$ cat config.mk
export PLATFORM = sky130hd
export DESIGN_NAME = flash_cmd_ctrl
export DESIGN_NICKNAME = d
export VERILOG_FILES = /design/src/rtl/flash_cmd_pkg.sv /design/src/rtl/flash_cmd_datapath.sv /design/src/rtl/flash_cmd_control.sv /design/src/rtl/flash_cmd_ctrl.sv
export SDC_FILE = /design/constraint.sdc
export NUM_CORES = 1
export LEC_CHECK = 0
export ABC_AREA = 1
export BUFFER_PORTS_ARGS = -buffer_cell sky130_fd_sc_hd__buf_4
export CAP_MARGIN = 15
export CORE_ASPECT_RATIO = 0.75
export CORE_MARGIN = 1.5
export CORE_UTILIZATION = 40
export DETAILED_ROUTE_END_ITERATION = 8
export HOLD_SLACK_MARGIN = 0.02
export PLACE_DENSITY = 0.7
export SLEW_MARGIN = 20
export SYNTH_ARGS = -nofsm -noshare
export SYNTH_HDL_FRONTEND = slang
export SYNTH_SLANG_ARGS = --single-unit
$ cat constraint.sdc
create_clock -name clk -period 2.15 [get_ports clk]
set_input_delay 0.43 -clock clk [delete_from_list [all_inputs] [get_ports clk]]
set_output_delay 0.43 -clock clk [all_outputs]
set_load 0.02 [all_outputs]
$ cat src/rtl/flash_cmd_pkg.sv
package flash_cmd_pkg;
  localparam logic [7:0] CMD_PROG    = 8'h40;
  localparam logic [7:0] CMD_PROG_ALT = 8'h10;
  localparam logic [7:0] CMD_ERASE   = 8'h20;
  localparam logic [7:0] CMD_CONFIRM = 8'hD0;
  localparam logic [7:0] CMD_SUSPEND = 8'hB0;
  localparam logic [7:0] CMD_RDSTAT  = 8'h70;
  localparam logic [7:0] CMD_CLEAR   = 8'h50;
  localparam logic [7:0] CMD_RDARRAY = 8'hFF;

  typedef enum logic [2:0] {
    ST_READY, ST_PSETUP, ST_ESETUP, ST_START, ST_PULSE, ST_CHECK, ST_SUSP
  } ctrl_state_t;

  typedef struct packed {
    logic latchProg;
    logic latchErase;
    logic cntInc;
    logic setVpp;
    logic setLock;
    logic setFail;
    logic setSeqErr;
    logic clrErr;
    logic setSusp;
    logic clrSusp;
    logic modeStatus;
    logic modeArray;
  } strobe_t;
endpackage

$ cat src/rtl/flash_cmd_datapath.sv
module flash_cmd_datapath
  import flash_cmd_pkg::*;
#(
  parameter int ADDR_W    = 8,
  parameter int BLK_W     = 2,
  parameter int MAX_PROG  = 3,
  parameter int MAX_ERASE = 5
) (
  input  logic                   clk,
  input  logic                   rstN,
  input  strobe_t                strb,
  input  logic                   busy,
  input  logic [ADDR_W-1:0]      busAddr,
  input  logic [7:0]             busData,
  input  logic [(1<<BLK_W)-1:0]  blockLock,
  input  logic [7:0]             arrayRdata,
  output logic [7:0]             statusByte,
  output logic [7:0]             rdData,
  output logic [ADDR_W-1:0]      opAddr,
  output logic [7:0]             opData,
  output logic                   opErase,
  output logic                   lockHit,
  output logic                   cntAtMax
);
  localparam int MAX_PULSE = (MAX_PROG > MAX_ERASE) ? MAX_PROG : MAX_ERASE;
  localparam int CNT_W     = $clog2(MAX_PULSE + 2);
  localparam logic [CNT_W-1:0] PROG_LIM  = CNT_W'(MAX_PROG);
  localparam logic [CNT_W-1:0] ERASE_LIM = CNT_W'(MAX_ERASE);

  logic [CNT_W-1:0] pulseCnt;
  logic vppLow, lockErr, progFail, eraseFail, progSusp, eraseSusp, statusMode;

  always_ff @(posedge clk) begin
    if (!rstN) begin
      pulseCnt <= '0;
      opAddr <= '0;
      opData <= '0;
      opErase <= 1'b0;
      vppLow <= 1'b0;
      lockErr <= 1'b0;
      progFail <= 1'b0;
      eraseFail <= 1'b0;
      progSusp <= 1'b0;
      eraseSusp <= 1'b0;
      statusMode <= 1'b0;
    end else begin
      if (strb.latchProg || strb.latchErase) begin
        opAddr <= busAddr;
        opData <= busData;
        opErase <= strb.latchErase;
        pulseCnt <= '0;
      end else if (strb.cntInc) begin
        pulseCnt <= pulseCnt + 1'b1;
      end
      if (strb.clrErr) begin
        vppLow <= 1'b0;
        lockErr <= 1'b0;
        progFail <= 1'b0;
        eraseFail <= 1'b0;
      end else begin
        if (strb.setVpp) vppLow <= 1'b1;
        if (strb.setLock) lockErr <= 1'b1;
        if (strb.setSeqErr || (strb.setFail && !opErase)) progFail <= 1'b1;
        if (strb.setSeqErr || (strb.setFail && opErase)) eraseFail <= 1'b1;
      end
      if (strb.setSusp) begin
        progSusp <= !opErase;
        eraseSusp <= opErase;
      end else if (strb.clrSusp) begin
        progSusp <= 1'b0;
        eraseSusp <= 1'b0;
      end
      if (strb.modeStatus) statusMode <= 1'b1;
      else if (strb.modeArray) statusMode <= 1'b0;
    end
  end

  assign lockHit = blockLock[opAddr[ADDR_W-1 -: BLK_W]];
  assign cntAtMax = pulseCnt >= (opErase ? ERASE_LIM : PROG_LIM);
  assign statusByte = {!busy, eraseSusp, eraseFail, progFail, vppLow, progSusp, lockErr, 1'b0};
  assign rdData = (statusMode || busy) ? statusByte : arrayRdata;
endmodule

$ cat src/rtl/flash_cmd_control.sv
module flash_cmd_control
  import flash_cmd_pkg::*;
(
  input  logic       clk,
  input  logic       rstN,
  input  logic       busWe,
  input  logic [7:0] busData,
  input  logic       vppOk,
  input  logic       verifyOk,
  input  logic       lockHit,
  input  logic       cntAtMax,
  output strobe_t    strb,
  output logic       busy,
  output logic       pulseReq
);
  ctrl_state_t state, stateNext;
  logic suspCmd;

  always_ff @(posedge clk) begin
    if (!rstN) state <= ST_READY;
    else state <= stateNext;
  end

  assign busy = (state == ST_START) || (state == ST_PULSE) || (state == ST_CHECK);
  assign suspCmd = busWe && (busData == CMD_SUSPEND);

  always_comb begin
    stateNext = state;
    strb = '0;
    pulseReq = 1'b0;
    unique case (state)
      ST_READY: if (busWe) begin
        unique case (busData)
          CMD_PROG, CMD_PROG_ALT: begin stateNext = ST_PSETUP; strb.modeStatus = 1'b1; end
          CMD_ERASE:   begin stateNext = ST_ESETUP; strb.modeStatus = 1'b1; end
          CMD_RDSTAT:  strb.modeStatus = 1'b1;
          CMD_RDARRAY: strb.modeArray = 1'b1;
          CMD_CLEAR:   strb.clrErr = 1'b1;
          CMD_CONFIRM, CMD_SUSPEND: ;
          default: begin strb.setSeqErr = 1'b1; strb.modeStatus = 1'b1; end
        endcase
      end
      ST_PSETUP: if (busWe) begin
        strb.latchProg = 1'b1;
        strb.modeStatus = 1'b1;
        stateNext = ST_START;
      end
      ST_ESETUP: if (busWe) begin
        strb.modeStatus = 1'b1;
        if (busData == CMD_CONFIRM) begin
          strb.latchErase = 1'b1;
          stateNext = ST_START;
        end else begin
          strb.setSeqErr = 1'b1;
          stateNext = ST_READY;
        end
      end
      ST_START:
        if (suspCmd) begin strb.setSusp = 1'b1; stateNext = ST_SUSP; end
        else if (!vppOk) begin strb.setVpp = 1'b1; stateNext = ST_READY; end
        else if (lockHit) begin strb.setLock = 1'b1; stateNext = ST_READY; end
        else stateNext = ST_PULSE;
      ST_PULSE:
        if (suspCmd) begin strb.setSusp = 1'b1; stateNext = ST_SUSP; end
        else begin pulseReq = 1'b1; strb.cntInc = 1'b1; stateNext = ST_CHECK; end
      ST_CHECK:
        if (suspCmd) begin strb.setSusp = 1'b1; stateNext = ST_SUSP; end
        else if (!vppOk) begin strb.setVpp = 1'b1; stateNext = ST_READY; end
        else if (verifyOk) stateNext = ST_READY;
        else if (cntAtMax) begin strb.setFail = 1'b1; stateNext = ST_READY; end
        else stateNext = ST_PULSE;
      ST_SUSP: if (busWe) begin
        unique case (busData)
          CMD_CONFIRM: begin strb.clrSusp = 1'b1; strb.modeStatus = 1'b1; stateNext = ST_START; end
          CMD_RDSTAT:  strb.modeStatus = 1'b1;
          CMD_RDARRAY: strb.modeArray = 1'b1;
          CMD_CLEAR:   strb.clrErr = 1'b1;
          default: ;
        endcase
      end
      default: stateNext = ST_READY;
    endcase
  end
endmodule

$ cat src/rtl/flash_cmd_ctrl.sv
module flash_cmd_ctrl
  import flash_cmd_pkg::*;
#(
  parameter int ADDR_W    = 8,
  parameter int BLK_W     = 2,
  parameter int MAX_PROG  = 3,
  parameter int MAX_ERASE = 5
) (
  input  logic                  clk,
  input  logic                  rstN,
  input  logic                  busWe,
  input  logic [ADDR_W-1:0]     busAddr,
  input  logic [7:0]            busData,
  output logic [7:0]            rdData,
  input  logic [7:0]            arrayRdata,
  output logic                  pulseReq,
  output logic                  pulseErase,
  output logic [ADDR_W-1:0]     pulseAddr,
  output logic [7:0]            pulseData,
  input  logic                  verifyOk,
  input  logic [(1<<BLK_W)-1:0] blockLock,
  input  logic                  vppOk
);
  strobe_t strb;
  logic busy, lockHit, cntAtMax;
  logic [7:0] statusByte;

  flash_cmd_control u_control (
    .clk(clk), .rstN(rstN), .busWe(busWe), .busData(busData),
    .vppOk(vppOk), .verifyOk(verifyOk), .lockHit(lockHit), .cntAtMax(cntAtMax),
    .strb(strb), .busy(busy), .pulseReq(pulseReq)
  );

  flash_cmd_datapath #(
    .ADDR_W(ADDR_W), .BLK_W(BLK_W), .MAX_PROG(MAX_PROG), .MAX_ERASE(MAX_ERASE)
  ) u_datapath (
    .clk(clk), .rstN(rstN), .strb(strb), .busy(busy), .busAddr(busAddr),
    .busData(busData), .blockLock(blockLock), .arrayRdata(arrayRdata),
    .statusByte(statusByte), .rdData(rdData), .opAddr(pulseAddr),
    .opData(pulseData), .opErase(pulseErase), .lockHit(lockHit), .cntAtMax(cntAtMax)
  );
endmodule

======== After elaboration in Yosys (flattened, before gate mapping) ========
Index checks and enable logic that the tools add are counted.
storage, ports and cells
  register bits ........................... 30
  latch bits .............................. 0
  bits in writable memories ............... 0
  ROM bits ................................ 0
  input bits .............................. 33
  output and inout port bits .............. 26
  logic and storage cells ................. 121
  memories ................................ 0
cells by class
  $add $sub $neg .......................... 1
  multiply operators ...................... 0
  divide/modulo/power cells ............... 0
  $lt $le $gt $ge ......................... 2
  equality and inequality tests ........... 20
  shifts and indexed selects .............. 0
  multiplexer cells ....................... 62
  bitwise logic cells ..................... 1
  reduce and logical (&&, ||, !) cells .... 23
operator list
  operator             count
  $mux 3               14
  $mux 1               34
  $eq 8x7->1 const B   3
  $eq 8x8->1 const B   3
  $pmux 3 s7           1
  $mux 2               5
  $reduce_or 2->1      5
  $eq 3x3->1 const B   3
  $eq 8x5->1 const B   1
  $eq 8x6->1 const B   1
  $mux 8               1
  $ne 2x2->1 const B   4
  $pmux 1 s2           4
  $reduce_or 8->1      1
  $eq 3x2->1 const B   2
  $logic_or 1x1->1     6
  $pmux 3 s2           1
  $reduce_and 6->1     1
  $reduce_bool 2->1    2
  $reduce_or 4->1      1
  $add 3x1->3 const B  1
  $eq 3x1->1 const B   1
  $ge 3x3->1           1
  $logic_and 1x1->1    3
  9 further kinds      10

======== Depth between registers and ports, before layout ========
  word-level depth ........................ 9
  gate-level depth with buffers ........... 11
  mapped depth without buffers ............ 11

======== By module ========
Synthesis repeated with hierarchy kept, for this count alone.
unflattened totals
  cell total of the unflattened synthesis .. 323
  area, all modules ....................... 1905.6 um^2
modules (own cells, without submodules)
  module              instances  cells each  area an instance (um^2)  sequential area each (um^2)
  flash_cmd_datapath  1          203         1325.0                   540.5
  flash_cmd_control   1          120         580.6                    60.1

======== Worst setup path before layout ========
No wires, ideal clock.
  path kind ............................... reg2out
  start ................................... reg u_control.state[0]
  end ..................................... out rdData[2]
  arrival ................................. 1.270 ns
  data required time ...................... 1.720 ns
  path slack .............................. 0.450 ns
  cell stages (with the launch flop) ...... 6
  path buffers ............................ 0
  cell sequence ........................... dfxtp_1 -> nand2_1 -> nor2_1 -> nor2_1 -> nand2_2 -> mux2_2
on the way
  word-level cells in the longest chain between the ends .. 5
  elaborated cells on any way between the ends .. 7
  those cells by class .................... 3 x eq/ne; 1 x mux; 3 x reduce/logical
RTL lines
  item                                             RTL line                  source
  from (decl)                                      flash_cmd_control.sv:16   ctrl_state_t state, stateNext;
  from (signal assigned)                           flash_cmd_control.sv:21   else state <= stateNext;
  $eq 3x2->1 / $eq 3x3->1 (equally long branches)  flash_cmd_control.sv:24   assign busy = (state == ST_START) || (state == ST_PULSE) || (state == ST_CHECK);
  $logic_or 1x1->1                                 flash_cmd_control.sv:24
  $logic_or 1x1->1 (*)                             flash_cmd_control.sv:24
  $logic_or 1x1->1 (*)                             flash_cmd_datapath.sv:81  assign rdData = (statusMode || busy) ? statusByte : arrayRdata;
  $mux 8 (*)                                       flash_cmd_datapath.sv:81
  to (decl)                                        flash_cmd_ctrl.sv:14      output logic [7:0] rdData,
Every way passes the cells marked *; elsewhere a longest branch is shown, timed or not.

======== Final worst setup path ========
  start ................................... reg u_control.state[0]
  end ..................................... out rdData[6]
The elaborated chain is that of the path after synthesis.

==> metrics.md <==
| Metric | Value |
|---|---|
| Status | completed |
| Final Power | 1.55 mW |
| Fraction of layout cells with a size suffix above 1 | 29.8% |
| TritonCTS Sinks | 30 |
| Combinational Power Share | 17.0% |
| Syn avg cell area | 6.71 sq um |
| R2R Setup Slk | 0.61 ns |
| Total I/O pin count | 59 |
| Worst skew pair latency | 0.28 ns |
| First-pass GRT wire length | 7040 um |
| WP data required | 1.72 ns |
| Slew Limit Fails | 0 |
| CP max stage cell | dfxtp_4 |
| FF/Latch Area | 612 sq um |
| Worst hold margin | 0.378 ns |
| Worst path cell trace | nand2_1 > nor2_4 > nor2_4 > nand2_2 > mux2_2 > buf_4 |
| Total GRT Usage | 19.3% |
| Net Switching | 0.373 mW |
| CP endpoint kind | primary output |
| Power Internal | 1.18 mW |
| Clock slew at reported path FFs | 0.06 ns |
| Most frequent cells in the layout | 59 x buf_4, 51 x nand2_1, 38 x nor2_1 |
| Count of final setup violators | 0 |
| Placer Congestion | 0.894 |
| Ant. Diodes | 0 |
| Area of the mapped netlist | 1780 sq um |
| Worst Tran Pin Value | 0.505 ns |
| Max VDD drop | 364 uV |
| Starting Density | 42.8% |
| Root buf cell | clkbuf_8 |
| Most common cell after layout, fill and taps aside | buf_4 |
| Post-synthesis cell type count | 29 |
| Final non-filler cell total | 384 |
| Nets | 364 |
| Vias in the first global route | 1595 |
| Area leader, netlist | dfxtp_1 |
| Reg2reg end | u_datapath.opAddr[6]$_SDFFE_PN0P_ |
| Setup CP Type | flip-flop to primary output |
| Die area | 4860 sq um |
| Placement Rows | 20 |
| Syn_nets | 301 |
| Placed cell count | 374 |
| Die span in y | 60.7 um |
| FILL cells | 400 |
| Antenna Nets Post-Route | 0 |
| Crit path time final | 2.05 ns |
| Clock Tree Buf Depth | 2 |
| Area after DPL | 2260 sq um |
| Drt drc | 0 |
| Critical path's most frequent cell | nor2_4 |
| CTS tree | yes |
| TritonCTS buffer count | 5 |
| Wire length per cell | 11.6 um |
| Fin. Hold Viols | 0 |
| Total number of vias | 1858 |
| Fin worst setup slack | 0.103 ns |
| Clock skew | 0.00296 ns |
| Hold Path Sink | u_datapath.opAddr[4]$_SDFFE_PN0P_ |
| Largest net degree at the start of global routing | 23 |
| WP buf/inv | 1 |
| Hold Crit Depth | 3 |
| Grt total ovfl | 0 |
| Leak | 1.23 nW |
| RR Startpoint | u_control.state[0]$_SDFFE_PN0P_ |
| Arrival @ worst endpoint | 1.62 ns |
| FMAX | 488 MHz |
| Synth top area share | 33.8% |
| Critical path fanouts, max | 7 |
| Critical path launch point | u_control.state[0]$_SDFFE_PN0P_ |
| Async SR Flop Fraction | 0% |
| HP Start | busAddr[4] |
| Placed wire-length estimate | 3300 um |
| Final WL | 4440 um |
| Initial DRC Count | 114 |
| Cells after Synth | 265 |
| Clock power share | 45.7% |
| Post-synth EDFFs | 0 |
| Core area | 4150 sq um |
| Initial antenna violation count | 0 |
| PwrDens | 634 nW/um^2 |
| Die W | 80.0 um |
| Top post-synthesis cells by area | dfxtp_1 34%, nand2_1 11%, nor2_1 8.4% |
| DP Worst Slack | 0.225 ns |
| #FFs+latches synth | 30 |
| Vias per cell | 4.84 |
| Post-route cell area | 2450 sq um |
| Synth warn | 0 |
| Final Cycle Share | 95.2% |
| Sw frac | 24.0% |
| H-Tree Depth | 2 |
| Sequential area share after synthesis | 33.8% |
| Iteration count of the initial detailed-routing pass | 4 |
| RSZ-0062 raised after global routing | no |
| Ys flop type | dfxtp_1 |
| Delay-heaviest family, CP | simple AND/OR/NAND/NOR gates |
| Critical Path Max Stage Delay | 0.39 ns |
| Util after Layout | 58.9% |
| Rel. slew slack | 66.0% |
| Setup TNS | 0 ns |
| Startpoint Class | flip-flop |
| Hold buffer count at cts | 0 |
| Synth-to-Final Area Change | 37.6% |
| Flop pwr share | 37.3% |
| Multi-input logic area | 1010 sq um |
| Max cap viols | 0 |
| IO Port Bufs | 58 |
| Tightest Hold Check Type | primary input to flip-flop |
| R2R cell count | 8 |
==> layout make-up <==
type                            instances  share of cell area, %
Clock inverter                          2                   2.46
Clock buffer                            6                   3.38
Inverter                               40                   6.14
Sequential cell                        30                   25.0
Tap cell                               55                   2.81
Timing Repair Buffer                   60                   18.9
Multi-Input combinational cell        191                   41.3
==> sequential cells by signal, indices dropped and copies added, names as in the netlist <==
register,flops
u_datapath.opAddr,8
u_control.state,3
u_datapath.opErase,1
u_datapath.vppLow,1
u_datapath.lockErr,1
u_datapath.opData,8
u_datapath.pulseCnt,3
u_datapath.eraseFail,1
u_datapath.progSusp,1
u_datapath.progFail,1
u_datapath.statusMode,1
u_datapath.eraseSusp,1
==> metal layers <==
layer  global-route usage, %  up-vias  wire, um
met5                       0        -         0
met4                    8.37        0        44
met3                    5.26        4       352
met2                    28.5       62      1840
met1                    26.5      812      2200
li1                        -      980         -
==> power by group through the flow <==
stage	logic, mW	clock network (mW)	registers (mW)
finish	0.264	0.710	0.578
global route	0.288	0.756	0.580
CTS	0.256	0.723	0.580
detailed placement	0.255	0	0.592
global placement	0.254	0	0.592
floorplan	0.139	0	0.598
==> repair_timing <==
| item | CTS | global route |
|---|---|---|
| resized for setup | 3 | 8 |
| endpoints found under the setup margin | 3 | 3 |
| cloned | 0 | 1 |
| buffers inserted | 0 | 1 |
| pin swaps | 0 | 1 |
==> worst max-delay path by stage <==
stage	end	cells past startpoint
after floorplan	rdData[2]	5
after global placement	pulseReq	8
after detailed placement	rdData[6]	6
after CTS	rdData[6]	6
after global routing	rdData[6]	6
final	rdData[6]	6
==> cell usage after synthesis (4+ instances only) <==
| master | n |
|---|---|
| nand3_1 | 22 |
| o21ai_1 | 15 |
| a21oi_1 | 21 |
| nand2_1 | 50 |
| nor2_2 | 4 |
| a21oi_2 | 6 |
| nor2_1 | 40 |
| inv_1 | 37 |
| o21ai_0 | 7 |
| dfxtp_1 | 30 |
==> logic make-up after synthesis <==
family                     after synthesis  synth area share (%)
and+or+nand+nor                        132                  34.6
AOI/OAI and AO/OA                       52                  16.9
buffers and inverters                   45                  10.8
DFF                                     30                  33.8
muxes                                    3                  1.90
adders and majority gates                3                  2.11
==> worst register-to-register path: stages (launching register included) <==
cell	delay [ns]
dfxtp_4	0.37
inv_2	0.06
nand2_1	0.05
nor2_2	0.18
nand4_4	0.15
nand2_1	0.12
nand2_2	0.20
o21ai_0	0.23
a21oi_1	0.06
No activity file was read; power rests on OpenSTA's default activity.
